<file path="src/rtl/halt_wake_ctrl.sv">
module halt_wake_ctrl #(
  parameter int PA_W = 8,
  parameter int NIRQ = 4,
  localparam int IDW = (NIRQ > 1) ? $clog2(NIRQ) : 1
) (
  input  logic            clk,
  input  logic            rst_n,
  input  logic            halt_req,
  input  logic [PA_W-1:0] pa_in,
  input  logic [PA_W-1:0] pa_wake_en,
  input  logic [NIRQ-1:0] irq_req,
  input  logic [NIRQ-1:0] irq_en,
  input  logic            stack_full,
  input  logic            wdt_ovf,
  output logic            sys_clk_en,
  output logic            resume_valid,
  output logic            resume_vector,
  output logic [IDW-1:0]  vector_id,
  output logic            warm_rst,
  output logic            full_rst
);

  logic            halted;
  logic [PA_W-1:0] pa_s1, pa_s2, pa_prev;
  logic [NIRQ-1:0] irq_blk;
  logic [IDW-1:0]  pick_id;

  wire [PA_W-1:0] pa_fall  = pa_prev & ~pa_s2 & pa_wake_en;
  wire [NIRQ-1:0] irq_wake = irq_req & ~irq_blk;

  assign sys_clk_en = ~halted;

  always_ff @(posedge clk or negedge rst_n)
    if (!rst_n) begin
      pa_s1   <= '1;
      pa_s2   <= '1;
      pa_prev <= '1;
    end else begin
      pa_s1   <= pa_in;
      pa_s2   <= pa_s1;
      pa_prev <= pa_s2;
    end

  always_comb begin
    pick_id = '0;
    for (int i = NIRQ - 1; i >= 0; i--)
      if (irq_wake[i]) pick_id = IDW'(i);
  end

  always_ff @(posedge clk or negedge rst_n)
    if (!rst_n) begin
      halted        <= 1'b0;
      irq_blk       <= '0;
      resume_valid  <= 1'b0;
      resume_vector <= 1'b0;
      vector_id     <= '0;
      warm_rst      <= 1'b0;
      full_rst      <= 1'b1;
    end else begin
      resume_valid <= 1'b0;
      warm_rst     <= 1'b0;
      full_rst     <= 1'b0;
      if (!halted) begin
        if (wdt_ovf) full_rst <= 1'b1;
        else if (halt_req) begin
          halted  <= 1'b1;
          irq_blk <= irq_req;
        end
      end else if (wdt_ovf) begin
        halted   <= 1'b0;
        warm_rst <= 1'b1;
      end else if (|irq_wake) begin
        halted        <= 1'b0;
        resume_valid  <= 1'b1;
        resume_vector <= irq_en[pick_id] & ~stack_full;
        vector_id     <= pick_id;
      end else if (|pa_fall) begin
        halted        <= 1'b0;
        resume_valid  <= 1'b1;
        resume_vector <= 1'b0;
        vector_id     <= '0;
      end
    end

  a_r1_halt_stops_clock: assert property (@(posedge clk) disable iff (!rst_n)
    halt_req && sys_clk_en && !wdt_ovf |=> !sys_clk_en);

  a_r2_idle_stays_halted: assert property (@(posedge clk) disable iff (!rst_n)
    !sys_clk_en && !wdt_ovf && irq_wake == '0 && pa_fall == '0 |=> !sys_clk_en);

  a_r3_wake_runs_clock: assert property (@(posedge clk) disable iff (!rst_n)
    resume_valid || warm_rst |-> sys_clk_en);

  a_r5_vector_needs_room: assert property (@(posedge clk) disable iff (!rst_n)
    resume_valid && resume_vector |->
      ((($past(irq_en) >> vector_id) & NIRQ'(1)) != '0) && !$past(stack_full));

  a_r8_warm_from_halt: assert property (@(posedge clk) disable iff (!rst_n)
    warm_rst |-> $past(!sys_clk_en) && $past(wdt_ovf));

  a_r11_single_strobe: assert property (@(posedge clk) disable iff (!rst_n)
    $onehot0({resume_valid, warm_rst, full_rst}));

endmodule

</file>
<file path="config.mk">
export PLATFORM = sky130hd
export DESIGN_NAME = halt_wake_ctrl
export DESIGN_NICKNAME = d
export VERILOG_FILES = /design/src/rtl/halt_wake_ctrl.sv
export SDC_FILE = /design/constraint.sdc
export NUM_CORES = 1
export LEC_CHECK = 0
export BUFFER_PORTS_ARGS = -buffer_cell sky130_fd_sc_hd__buf_2
export CAP_MARGIN = 0
export CORE_UTILIZATION = 44
export DETAILED_ROUTE_END_ITERATION = 10
export PLACE_DENSITY = 0.72
export SLEW_MARGIN = 40
export SYNTH_ARGS = -nofsm -noshare
export SYNTH_HDL_FRONTEND = slang
export SYNTH_SLANG_ARGS = --single-unit
</file>
<file path="constraint.sdc">
create_clock -name clk -period 1.72 [get_ports clk]
set_input_delay 0.516 -clock clk [delete_from_list [all_inputs] [get_ports clk]]
set_output_delay 0.516 -clock clk [all_outputs]
set_load 0.05 [all_outputs]
</file>
==> flow_summary.ini <==
[synth]
synth_xor_area_share_pct = 0
syn_nets = 107
synth_top_area_cell = dfstp_2
synth_simple_gate_area_share_pct = 11.08
synth.top_cell.area_share_pct = 53.35
muxShareOfSynthArea_pct = 7.317
synth-seq-cells = 35
synthFlopType = dfstp_2
syn_inst = 78
synth_compound_area_share_pct = 7.012
synth_cell_types = 25
syn_area_um2 = 1231
synth-async-reset-ratio_pct = 100.0
synth_edf_count = 0
ys_seq_area_share_pct = 73.68
synth_top_family_by_area = simple AND/OR/NAND/NOR gates
synthMostInstantiatedCell = dfstp_2
synth_common_cells = dfstp_2, dfrtp_1, nand2_1
ys_warn_count = 0
synthTopCellsByArea = dfstp_2, dfrtp_1, mux2_4, mux2_1, nand2_1
synth_fa_ha_area_share_pct = 0
avgSynthCellArea_um2 = 15.78

[power]
leakage_uw = 0.0007519
combPwrFrac_pct = 19.0
intPower_uw = 1381
p_seq_share_pct = 51.3
clockPowerShare_pct = 29.7
ir_worst_vdd_mv = 0.7956
p_switching_uw = 483.4
swShare_pct = 25.93
power_density_nw_per_um2 = 1150

[cells_and_area]
drive_above_1_share_pct = 67.94
syn_to_final_growth_pct = 31.71
num_antenna_cells = 0
layout.nets = 159
fillCellCount = 209
fin_util_pct = 63.16

[sta]
rsz0062_at_grt = yes
hold_slack_ps = 101.0
max_slew.worst_pin.slew_ps = 409.7
hold_viol_final = 0
fin_setup_tns_ps = -62.73
fin_worst_skew_ps = 13.75
report.final.slew_viol_count = 0
timing.final.crit_period_ps = 1744
slew_headroom_pct = 72.69
final.setup.worst_slack_ps = -23.85
fin_crit_sh_pct = 101.4
setup_viol = 3
max_freq_mhz = 573.4

[placement]
pre_cts_ws_ps = -319.9
dp_hpwl_mm = 1.516
io_buffer_count = 35
gp_congestion = 0.7437

[route]
postRouteWirelength_mm = 2.034
wl_per_cell_um = 12.63
dr.pass1.iters = 4
num_vias = 788
postRouteAntennaNets = 0
drt_iter0_markers = 8
drcViolationCount = 0
viasPerCell = 4.894

[min_path]
hold_path.class = in -> async

[cts]
clock-root-buffer = clkbuf_4
clkSlewWorstSetupHoldPaths_ps = 110
cts_tree = yes
cts.sinks = 35
cts_buffers = 5
h-tree-depth = 2
insertion_delay_ps = 330
clock_tree.buffer_depth = 2
hold_buffers = 0

[floorplanning]
die_w_um = 54.90
num_rows = 18
io_pins = 36
die-area_um2 = 3013
fp.dieH_um = 54.90
start_util_pct = 47.95
core-area_um2 = 2567

[critical_path]
regToRegSetupSlack_ps = -20
crit_end = vector_id[0]
cp-startpoint = pa_s2[0]
r2r_cells = 5
r2r-start = pa_s2[0]
r2r_end = vector_id[0]
cp-start-kind = flip-flop
cp_max_fo = 4
crit_type = reg -> reg
end_kind = flip-flop
required_ps = 1940
arrival_ps = 1970

[global_route]
grt_pass1_wl_mm = 3.201
antenna_found_initial = 0
grtUsageTotal_pct = 16.53
use_met3_pct = 7.650
grtUsageMet1_pct = 17.33
gr-usage-met2_pct = 28.71
grt_max_degree = 21
busiest_layer = met2
first_global_vias = 756
overflow = 0

[status]
status = complete, but fails checks
violations = negative setup slack

[run]
drv_cap = 0
what timing repair did:
item                       CTS  global route
pin swaps                    2             2
setup endpoints to repair    3             4
resized for setup            1             1
setup buffers                1             1
worst max-delay path: stages (launching register included):
cell and delay (ps):
dfstp_2 540, inv_2 30, a311o_1 290, nor4_4 340
a211oi_4 140, mux2_4 320
state kept, by name, summed over array words and instances, names as in the netlist:
register,count
resume_vector,1
vector_id,2
warm_rst,1
irq_blk,4
full_rst,1
pa_s2,8
pa_prev,8
resume_valid,1
halted,1
pa_s1,8
metal layers:
layer,vias up,share of wire (%)
li1,375,-
met1,377,40
met2,32,50
met3,4,8.7
met4,0,1.4
met5,-,0
cell usage in the layout (no fill, tap or decap):
master     count
inv_2          3
nand3_1        2
nor2b_1        2
o22a_1         1
nor3_1         1
o22ai_1        2
or3b_2         1
a211oi_1       1
a21oi_1        3
o311a_1        1
a311o_1        2
nor2_1         3
buf_4          9
nand2_1        7
clkbuf_1       2
mux2_4         3
dfstp_2       25
mux2_1         3
clkbuf_4       5
buf_12         1
buf_2         35
nor4_4         1
nor2b_4        2
nand2b_1       1
nor2b_2        1
bufinv_16      1
mux2_2         1
dfrtp_1       10
a211oi_4       1
and2_1         1
stage by stage:
stage | cells | area [um2] | power [uW]
floorplan | 78 | 1239 | 1181
global placement | 151 | 1524 | 1305
detailed placement | 151 | 1524 | 1318
CTS | 160 | 1614 | 1887
global route | 161 | 1622 | 1960
finish | 161 | 1622 | 1864
worst min-delay path by stage:
stage / end / slack [ps] / from
after floorplan: halted / 220 / rst_n
after global placement: pa_s2[7] / 350 / pa_s1[7]
after detailed placement: pa_s2[6] / 350 / pa_s1[6]
after CTS: vector_id[0] / 100 / rst_n
after global routing: vector_id[0] / 90 / rst_n
final: vector_id[0] / 100 / rst_n
power by group through the flow:
stage	Clock, uW	Combinational [uW]	Sequential (uW)
4_1_cts	574	356	957
3_5_place_dp	0	347	971
6_report	553	355	956
2_1_floorplan	0	127	1050
5_1_grt	612	383	964
3_3_place_gp	0	338	967
logic make-up after synthesis:
| kind of cell | after synthesis |
|---|---|
| DFF | 35 |
| and+or+nand+nor | 22 |
| AOI/OAI and AO/OA | 11 |
| muxes | 7 |
| buffers and inverters | 3 |
area by class of cell:
cell class / count / area, um2 / area share [%]
flip-flops and latches: 35 / 907.1 / 55.94
multi-input cells: 40 / 327.8 / 20.22
repair buffers: 45 / 262.8 / 16.20
clock buffers: 7 / 45.04 / 2.778
well taps: 30 / 37.54 / 2.315
clock inverters: 1 / 30.03 / 1.852
inverters: 3 / 11.26 / 0.6944
Power figures use the tool's default switching activity.
